### config.mk
export PLATFORM = sky130hd
export DESIGN_NAME = link_bringup_ctrl
export DESIGN_NICKNAME = d
export VERILOG_FILES = /design/src/rtl/lbc_pkg.sv /design/src/rtl/lbc_sync.sv /design/src/rtl/lbc_mode_ctrl.sv /design/src/rtl/lbc_tx_gate.sv /design/src/rtl/link_bringup_ctrl.sv
export SDC_FILE = /design/constraint.sdc
export NUM_CORES = 1
export LEC_CHECK = 0
export BUFFER_PORTS_ARGS = -buffer_cell sky130_fd_sc_hd__buf_2
export CELL_PAD_IN_SITES_DETAIL_PLACEMENT = 1
export CELL_PAD_IN_SITES_GLOBAL_PLACEMENT = 2
export CORE_ASPECT_RATIO = 0.8
export CORE_UTILIZATION = 27
export DETAILED_ROUTE_END_ITERATION = 16
export PLACE_DENSITY = 0.77
export SLEW_MARGIN = 20
export SYNTH_ARGS = -nofsm -noshare
export SYNTH_HDL_FRONTEND = slang
export SYNTH_SLANG_ARGS = --single-unit
export TNS_END_PERCENT = 100
### constraint.sdc
create_clock -name clk -period 1.21 [get_ports clk]
set_input_delay 0.363 -clock clk [delete_from_list [all_inputs] [get_ports clk]]
set_output_delay 0.363 -clock clk [all_outputs]
set_load 0.02 [all_outputs]
### src/rtl/lbc_pkg.sv
package lbc_pkg;

    typedef enum logic [1:0] {
        TXS_NORMAL    = 2'b00,
        TXS_SATISFIED = 2'b10
    } tx_stat_e;

endpackage

### src/rtl/lbc_sync.sv
module lbc_sync #(
    parameter int STAGES = 2
) (
    input  logic clk,
    input  logic rst_n,
    input  logic din,
    output logic dout
);
    logic [STAGES-1:0] chain_d, chain_q;

    generate
        if (STAGES == 1) begin : g_one
            always_comb chain_d = din;
        end else begin : g_many
            always_comb chain_d = {chain_q[STAGES-2:0], din};
        end
    endgenerate

    always_ff @(posedge clk or negedge rst_n) begin
        if (!rst_n) chain_q <= '0;
        else        chain_q <= chain_d;
    end

    assign dout = chain_q[STAGES-1];
endmodule

### src/rtl/lbc_mode_ctrl.sv
module lbc_mode_ctrl #(
    parameter int CFG_W  = 8,
    parameter int AN_BIT = 5
) (
    input  logic             clk,
    input  logic             rst_n,
    input  logic             wr_en,
    input  logic [CFG_W-1:0] wr_data,
    input  logic             link_up,
    input  logic             an_complete,
    output logic [CFG_W-1:0] cfg,
    output logic             an_en,
    output logic             restart,
    output logic             done
);
    typedef struct packed {
        logic [CFG_W-1:0] cfg;
        logic             restart;
        logic             done;
    } mode_st_t;

    mode_st_t st_d, st_q;
    logic     en_now, en_next, rise, drop;

    always_comb begin
        st_d    = st_q;
        en_now  = st_q.cfg[AN_BIT];
        if (wr_en) st_d.cfg = wr_data;
        en_next = st_d.cfg[AN_BIT];
        rise    = wr_en && en_next && !en_now;
        drop    = en_now && st_q.done && !link_up;
        st_d.restart = rise || drop;
        if (st_d.restart || !en_next)       st_d.done = 1'b0;
        else if (an_complete && link_up)    st_d.done = 1'b1;
    end

    always_ff @(posedge clk or negedge rst_n) begin
        if (!rst_n) st_q <= '0;
        else        st_q <= st_d;
    end

    assign cfg     = st_q.cfg;
    assign an_en   = st_q.cfg[AN_BIT];
    assign restart = st_q.restart;
    assign done    = st_q.done;
endmodule

### src/rtl/lbc_tx_gate.sv
module lbc_tx_gate
    import lbc_pkg::*;
(
    input  logic     clk,
    input  logic     rst_n,
    input  logic     sync_ok,
    input  logic     an_en,
    input  logic     an_done,
    output logic     tx_en,
    output tx_stat_e tx_stat
);
    typedef struct packed {
        logic     en;
        tx_stat_e stat;
    } gate_st_t;

    gate_st_t st_d, st_q;

    always_comb begin
        st_d.en   = sync_ok && (!an_en || an_done);
        st_d.stat = st_d.en ? TXS_NORMAL : TXS_SATISFIED;
    end

    always_ff @(posedge clk or negedge rst_n) begin
        if (!rst_n) begin
            st_q.en   <= 1'b0;
            st_q.stat <= TXS_SATISFIED;
        end else begin
            st_q <= st_d;
        end
    end

    assign tx_en   = st_q.en;
    assign tx_stat = st_q.stat;
endmodule

### src/rtl/link_bringup_ctrl.sv
module link_bringup_ctrl
    import lbc_pkg::*;
#(
    parameter int CFG_W       = 8,
    parameter int AN_BIT      = 5,
    parameter int SYNC_STAGES = 2
) (
    input  logic             clk,
    input  logic             rst_n,
    input  logic             cfg_wr_en_i,
    input  logic [CFG_W-1:0] cfg_wr_data_i,
    input  logic             rx_sync_i,
    input  logic             an_complete_i,
    input  logic             link_up_i,
    output logic [CFG_W-1:0] cfg_o,
    output logic             an_mode_o,
    output logic             an_restart_o,
    output logic             tx_en_o,
    output logic [1:0]       tx_stat_o,
    output logic             stat_rx_sync_o,
    output logic             stat_an_done_o
);
    logic     sync_ok, an_en, an_done;
    tx_stat_e stat_e;

    lbc_sync #(.STAGES(SYNC_STAGES)) i_sync (
        .clk  (clk),
        .rst_n(rst_n),
        .din  (rx_sync_i),
        .dout (sync_ok)
    );

    lbc_mode_ctrl #(.CFG_W(CFG_W), .AN_BIT(AN_BIT)) i_mode (
        .clk        (clk),
        .rst_n      (rst_n),
        .wr_en      (cfg_wr_en_i),
        .wr_data    (cfg_wr_data_i),
        .link_up    (link_up_i),
        .an_complete(an_complete_i),
        .cfg        (cfg_o),
        .an_en      (an_en),
        .restart    (an_restart_o),
        .done       (an_done)
    );

    lbc_tx_gate i_gate (
        .clk    (clk),
        .rst_n  (rst_n),
        .sync_ok(sync_ok),
        .an_en  (an_en),
        .an_done(an_done),
        .tx_en  (tx_en_o),
        .tx_stat(stat_e)
    );

    assign tx_stat_o      = stat_e;
    assign an_mode_o      = an_en;
    assign stat_rx_sync_o = sync_ok;
    assign stat_an_done_o = an_done;
endmodule

# Word level (Yosys, flattened, before mapping)
# Index checks and enable logic that the tools add are counted.
[word_totals]
reg_bits = 15
in_bits = 14
out_inout_bits = 15
wordCells = 24
[classes]
mux = 4
reduce_logical = 13
[ops]
columns = ["cell", "n"]
rows = [
  ["1-bit logical AND", 6],
  ["6-bit 2-to-1 mux", 1],
  ["1-bit zero test", 3],
  ["1-bit logical OR", 3],
  ["1-bit 2-to-1 mux", 2],
  ["2-bit 2-to-1 mux", 1],
  ["2-bit nonzero test", 1],
]

# Logic depth before layout (Yosys ltp)
# Gate-level depths: netlist (run 1).
[logic_depth]
depth_word = 6
ltp_mapped = 3
depth_no_buf = 2

# Modules after synthesis
# From an unflattened synthesis (run 1), not the netlist that was laid out.
[unflattened]
cells_unflattened = 36
hier_area_um2 = 541.8
[by_module_without_submodules]
columns = ["mod", "instances", "cells_each", "area_each_um2"]
rows = [
  ["lbc_mode_ctrl", 1, 27, 412.9],
  ["lbc_tx_gate", 1, 7, 78.8],
  ["lbc_sync", 1, 2, 50.0],
]

# Worst setup path after synthesis (run 1)
# No wires, ideal clock.
[synth_timing]
path_kind = "flip-flop to output port"
start = "reg i_mode.st_q (netlist bit i_mode.cfg[5])"
end = "out cfg_o[5]"
t_arrival_ns = 0.681
setup_slack_ns = 0.166
stages_incl_launch_ff = 2
path_buffers = 1
path_cell_list = "dfrtp_1 > buf_4"
[synth_rtl]
columns = ["item", "line_no", "rtl"]
rows = [
  ["start, declared", "lbc_mode_ctrl.sv:22", "mode_st_t st_d, st_q;"],
  ["start signal, assigned", "lbc_mode_ctrl.sv:39", "else st_q <= st_d;"],
  ["end, declared", "link_bringup_ctrl.sv:15", "output logic [CFG_W-1:0] cfg_o,"],
]
# No word-level cell between the ends.

# Final worst setup path (run 1)
[layout_timing]
start = "reg i_gate.st_q (netlist bit i_gate.tx_stat[1])"
end = "out tx_stat_o[1]"
[layout_rtl]
columns = ["item", "line_no", "rtl"]
rows = [
  ["start, declared", "lbc_tx_gate.sv:17", "gate_st_t st_d, st_q;"],
  ["start signal, assigned", "lbc_tx_gate.sv:29", "st_q <= st_d;"],
  ["end, declared", "link_bringup_ctrl.sv:19", "output logic [1:0] tx_stat_o,"],
]
# No word-level cell between the ends.

==> summary.txt, run 1 <==
Hold path
  – Hold Path Class: in2reg
  – Hold path depth: 1

Cells and area
  – Final Net Count: 85
  – Diodes inserted: 0
  – Layout area overhead: 54.4%
  – Non-filler cells, final: 94
  – Fin util: 44.3%
  – Most common cell after layout, fill and taps aside: buf_2
  – Share of cells above drive strength 1: 64.3%
  – Commonest non-fill, non-tap cells in the layout: buf_2, dfrtp_1, buf_6

CTS
  – CTS tree: done
  – H-tree lvl count: 1
  – Number of buffers created by CTS: 3
  – Worst-skew pair later-pin latency: 280 ps
  – Clk slew on worst S/H paths: 80 ps
  – Clock Tree Buf Depth: 2
  – Root Buffer: clkbuf_4
  – Number of clock sinks: 14

Floorplanning
  – Initial Util: 28.7%
  – Die area: 2180 um^2
  – Row count: 14
  – Num ports: 29
  – Core area: 1870 um^2
  – Die W: 51.9 um
  – Die Y: 41.9 um

Drt
  – DR pass1 iterations: 4
  – Iteration-0 DRC Markers: 4
  – Vias/cell: 4.27
  – Drt total wl: 1050 um
  – Final antenna-violating net count: 0
  – DR vias: 401
  – # DRC: 0
  – Drt wl/cell: 11.2 um

Synth
  – Area of the mapped netlist: 538 um^2
  – Seq/Total Area, Yosys: 65.3%
  – Yosys reg bits: 14
  – Post-synthesis cell type count: 13
  – Avg Inst Size Synth: 15.4 um^2
  – Synth Warn #: 0
  – Top cells by area, synth: dfrtp_1, mux2_4, dfstp_2
  – Net Count, Synth: 49
  – Synth top area share: 60.5%
  – Synth area leader: dfrtp_1
  – Post-Syn Instances: 35

STA
  – Minimum clock period: 1280 ps
  – Tcrit/Tclk final: 106%
  – FMAX: 779 MHz
  – Final WS setup: -73.8 ps
  – RSZ-0062 raised after global routing: true
  – Final hold vios: 0
  – Worst hold margin: 192 ps
  – Pins Over Slew Limit: 0
  – Finish-stage setup viols: 1
  – Worst Clk Skew: 6.18 ps

Setup path
  – Reg2Reg Depth: 3
  – CP peak stage delay: 540 ps
  – WP data required: 850 ps
  – Critical Path AT: 920 ps
  – CP max-delay cell: dfstp_2
  – Stages on worst setup path: 1
  – Critical Path, Cell by Cell: buf_6
  – Maximum fanout along the worst path: 1
  – Crit-path leading delay family: flip-flops
  – Crit path launch type: flip-flop
  – Crit Path Class: reg2out
  – Critical Path Sink Type: output pin
  – CP bufs+invs: 1

Placement
  – Number of I/O port buffers: 27
  – Placed insts: 83
  – Pre-CTS worst setup slack: 118 ps
  – Gpl congestion: 0.698

GRT
  – Vias in the first global route: 392
  – Initial antenna violation count: 0
  – First-pass GRT wire length: 1680 um
  – Total grt overflow: 0
  – Largest net degree at the start of global routing: 15
  – Aggregate global-route resource usage: 10.9%

Status
  – Failing checks: negative setup slack
  – Run status: complete, but fails checks

Pwr
  – Power Dens Cells: 1340 nW/um^2
  – Peak VDD IR: 0.700 mV
  – P_leak: 0.433 nW

Run
  – Max Cap Viol: 0
[what timing repair did]
item / 4_1_cts / 5_1_grt
buffers inserted: 3 / 3
endpoints found under the setup margin: 5 / 12
hold endpoints to repair: 13 / 0
gates resized for setup: 2 / 18
hold buffers: 1 / 0
pin swaps: 0 / 0
[cells in the mapped netlist (all sizes together)]
cell    number
o22ai        1
conb         1
dfrtp       13
nand2        2
o21a         1
o211ai       1
a21oi        1
inv          2
o21ai        2
dfstp        1
buf          3
mux2         7
[metal layers]
metal	up-vias	track usage, %	share of wire, %
li1	184	-	-
met5	-	0	0
met3	0	5.49	9.2
met4	0	3.24	0
met1	195	13.7	40
met2	22	16.4	50
[worst register-to-register path: cells and delay by family (launching register included)]
family | cells | cell delay [ps]
flip-flops | 1 | 410
AO/OA/AOI/OAI | 2 | 240
buffers and inverters | 1 | 150
[final cells by class]
class	instances	area (um^2)
fillers	209	1040
flip-flops and latches	14	352
repair buffers	34	253
multi-input cells	16	153
clock buffers	4	36.3
well taps	24	30.0
inverters	2	7.51
[report_power, final]
group | leakage, nW | switching, W | internal (W) | total (W)
combinational | 0.245 | 0.000112 | 0.000137 | 0.000248
sequential | 0.167 | 0.0000254 | 0.000508 | 0.000534
clock | 0.0210 | 0.000145 | 0.000183 | 0.000328
total | 0.433 | 0.000282 | 0.000828 | 0.00111
[through the flow]
| step | total power [W] | cell area (um^2) | setup TNS, ps |
|---|---|---|---|
| detailed placement | 0.000729 | 677 | 0 |
| global placement | 0.000723 | 677 | 0 |
| CTS | 0.00107 | 752 | -76.6 |
| global route | 0.00116 | 831 | -153 |
| finish | 0.00111 | 831 | -73.8 |
| floorplan | 0.000658 | 538 | 0 |
[kinds of logic (layout without fill, tap and decap cells)]
family,Yosys count,after routing,synth area share (%)
AO/OA/AOI/OAI,6,6,6.75
other,1,1,0.697
flip-flops,14,14,65.3
multiplexers,7,7,19.5
buffers and inverters,5,40,6.28
AND/OR/NAND/NOR,2,2,1.40
[registers in the layout (all words and copies together) (netlist names)]
register	count
i_sync.chain_q	2
i_mode.restart	1
i_gate.tx_en	1
i_mode.done	1
i_mode.cfg	8
i_gate.tx_stat	1
[final timing paths]
check,slack (ps),from,end
hold reg to reg,350,i_sync.chain_q[0]$_DFF_PN0_,i_sync.chain_q[1]$_DFF_PN0_
hold / removal,190,rx_sync_i,i_sync.chain_q[0]$_DFF_PN0_
setup / recovery,-70,i_gate.tx_stat[1]$_DFF_PN1_,tx_stat_o[1]
max in group asynchronous,430,rst_n,i_gate.tx_stat[1]$_DFF_PN1_
min in group asynchronous,500,rst_n,i_gate.tx_en$_DFF_PN0_
setup reg to reg,290,i_mode.done$_DFFE_PN0P_,i_mode.done$_DFFE_PN0P_
No activity file was read; power rests on OpenSTA's default activity.
==> run 2: changes to the inputs <==
--- a/config.mk
+++ b/config.mk
@@ -11,7 +11,8 @@
 export CORE_ASPECT_RATIO = 0.8
 export CORE_UTILIZATION = 27
 export DETAILED_ROUTE_END_ITERATION = 16
-export PLACE_DENSITY = 0.77
+export GPL_ROUTABILITY_DRIVEN = 0
+export PLACE_DENSITY_LB_ADDON = 0.08
 export SLEW_MARGIN = 20
 export SYNTH_ARGS = -nofsm -noshare
 export SYNTH_HDL_FRONTEND = slang
==> run 2 against run 1 <==
The flow still finishes with violations (negative setup slack); clock skew shrank 3.9 ps; sequential share of layout area shrank 0.25 points; register-to-register slack is essentially flat; total power shrank 4.3%; first-iteration DRC count shrank 25%; global-route usage grew 0.35 points; worst setup slack gained 15 ps; critical path depth is the same; critical endpoint unchanged; largest power group unchanged; highest routed layer unchanged.
==> summary.txt, run 2 (synthesized netlist as in run 1, its figures left out) <==
Cells and area
  – Diodes inserted: 0 (unchanged)
  – Final Net Count: 87 (was 85)
  – Number of flip-flops in the largest register: 8 (unchanged)
  – Layout area overhead: 55.3% (was 54.4%)
  – Non-filler cells, final: 96 (was 94)
  – Most common cell after layout, fill and taps aside: buf_2 (unchanged)
  – Share of cells above drive strength 1: 63.9% (was 64.3%)
  – Commonest non-fill, non-tap cells in the layout: buf_2, dfrtp_1, buf_6 (unchanged)
  – Design area: 836 um^2 (was 831 um^2)

CTS
  – CTS tree: done (unchanged)
  – Clk slew on worst S/H paths: 80 ps (about the same)
  – Number of clock sinks: 14 (unchanged)
  – Worst-skew pair later-pin latency: 270 ps (was 280 ps)
  – Clock Tree Buf Depth: 2 (unchanged)
  – Root Buffer: clkbuf_4 (unchanged)
  – Number of buffers created by CTS: 3 (unchanged)
  – H-tree lvl count: 1 (unchanged)

Floorplanning
  – Row count: 14 (unchanged)
  – Initial Util: 28.7% (unchanged)
  – Die area: 2180 um^2 (unchanged)
  – Core area: 1870 um^2 (unchanged)
  – Die W: 51.9 um (unchanged)
  – Num ports: 29 (unchanged)
  – Die Y: 41.9 um (unchanged)

Drt
  – Iteration-0 DRC Markers: 3 (was 4)
  – DR pass1 iterations: 5 (was 4)
  – Vias/cell: 4.18 (was 4.27)
  – DR vias: 401 (unchanged)
  – Final antenna-violating net count: 0 (unchanged)
  – Drt wl/cell: 11.6 um (was 11.2 um)
  – # DRC: 0 (unchanged)
  – Drt total wl: 1110 um (was 1050 um)

Hold path
  – Hold Path Class: in2reg (unchanged)

GRT
  – First-pass GRT wire length: 1690 um (was 1680 um)
  – Vias in the first global route: 381 (was 392)
  – Aggregate global-route resource usage: 11.3% (was 10.9%)
  – Initial antenna violation count: 0 (unchanged)
  – Total grt overflow: 0 (unchanged)
  – Largest net degree at the start of global routing: 15 (unchanged)

Placement
  – Pre-CTS worst setup slack: 125 ps (was 118 ps)
  – Number of I/O port buffers: 27 (unchanged)
  – Placed insts: 83 (unchanged)
  – Placed Area: 677 um^2 (unchanged)

STA
  – FMAX: 788 MHz (was 779 MHz)
  – Pins Over Slew Limit: 0 (unchanged)
  – Finish-stage setup viols: 1 (unchanged)
  – Worst Clk Skew: 2.29 ps (was 6.18 ps)
  – Final WS setup: -58.3 ps (was -73.8 ps)
  – Final hold vios: 0 (unchanged)
  – Tcrit/Tclk final: 105% (was 106%)
  – RSZ-0062 raised after global routing: true (unchanged)
  – Minimum clock period: 1270 ps (was 1280 ps)

Setup path
  – CP peak stage delay: 530 ps (was 540 ps)
  – Crit Path Class: reg2out (unchanged)
  – CP max-delay cell: dfstp_2 (unchanged)
  – CP bufs+invs: 1 (unchanged)
  – Crit path launch type: flip-flop (unchanged)
  – WP data required: 850 ps (about the same)
  – Critical Path Sink Type: output pin (unchanged)
  – Critical Path AT: 910 ps (was 920 ps)
  – Crit-path leading delay family: flip-flops (unchanged)
  – Maximum fanout along the worst path: 1 (unchanged)
  – Critical Path, Cell by Cell: buf_6 (unchanged)

Pwr
  – Sw Ratio: 26.5% (was 25.4%)
  – Register share of total power: 50.3% (was 48.1%)
  – Clock power frac: 25.2% (was 29.5%)
  – Peak VDD IR: 0.705 mV (was 0.700 mV)
  – Comb power frac: 24.5% (was 22.4%)
  – Power Dens Cells: 1270 nW/um^2 (was 1340 nW/um^2)
  – Psw: 0.000281 W (was 0.000282 W)
  – P_leak: 0.437 nW (was 0.433 nW)
  – Int Power: 0.000781 W (was 0.000828 W)

Run
  – Max Cap Viol: 0 (unchanged)

Status
  – Failing checks: negative setup slack (unchanged)
  – Run status: complete, but fails checks (unchanged)
[run 2: changes by cell type in the layout (fill, tap and decap cells not counted), sizes merged]
cell	previous run	this run
buf	33	35
[run 2: worst paths after layout]
kind / start / end / slack, ps / cells after the start
hold reg to reg: i_sync.chain_q[0]$_DFF_PN0_ / i_sync.chain_q[1]$_DFF_PN0_ / 350 / 0
max in group asynchronous: rst_n / i_gate.tx_stat[1]$_DFF_PN1_ / 390 / 2
hold / removal: rx_sync_i / i_sync.chain_q[0]$_DFF_PN0_ / 190 / 1
setup reg to reg: i_mode.done$_DFFE_PN0P_ / i_mode.done$_DFFE_PN0P_ / 280 / 3
min in group asynchronous: rst_n / i_mode.done$_DFFE_PN0P_ / 530 / 2
setup / recovery: i_gate.tx_stat[1]$_DFF_PN1_ / tx_stat_o[1] / -60 / 1
[run 2: routing by layer]
layer | wire length, um | vias up | global-route usage, %
met3 | 50 | 0 | 6.59
met1 | 481 | 200 | 13.8
met4 | 0 | 0 | 3.24
li1 | - | 187 | -
met5 | 0 | - | 0
met2 | 579 | 14 | 16.7
[run 2: power groups by stage]
| stage | clock (W) | sequential (W) | combinational [W] |
|---|---|---|---|
| finish | 0.000267 | 0.000534 | 0.000261 |
| global route | 0.000306 | 0.000538 | 0.000278 |
| CTS | 0.000285 | 0.000531 | 0.000214 |
| detailed placement | 0 | 0.000540 | 0.000188 |
| global placement | 0 | 0.000540 | 0.000188 |
| floorplan | 0 | 0.000586 | 0.0000719 |
[run 2: what timing repair did]
action,4_1_cts,5_1_grt
hold buffers,1,0
endpoints found under the setup margin,5,12
pin swaps,0,0
buffers inserted,3,5
resized for setup,8,12
hold endpoints to repair,13,0
[run 2: through the flow]
step / total power (W) / setup TNS (ps) / utilization [%] / hold slack (ps)
floorplan: 0.000658 / 0 / - / 67.4
global placement: 0.000728 / 0 / 36.1 / 275
detailed placement: 0.000727 / 0 / 36.1 / 272
CTS: 0.00103 / -106 / 40.6 / 174
global route: 0.00112 / -209 / 44.6 / 171
finish: 0.00106 / -58.3 / 44.6 / 190
[run 2: worst reg2reg max path: stages (launching register included)]
cell and delay (ps):
dfrtp_1 410, buf_4 150, o211ai_1 190, a21oi_1 60
[run 2: area by class of cell]
| cell class | count | area, um^2 |
|---|---|---|
| Fill cell | 199 | 1040 |
| Sequential cell | 14 | 352 |
| Timing Repair Buffer | 36 | 268 |
| Multi-Input combinational cell | 16 | 153 |
| Tap cell | 24 | 30.0 |
| Clock buffer | 4 | 26.3 |
| Inverter | 2 | 7.51 |
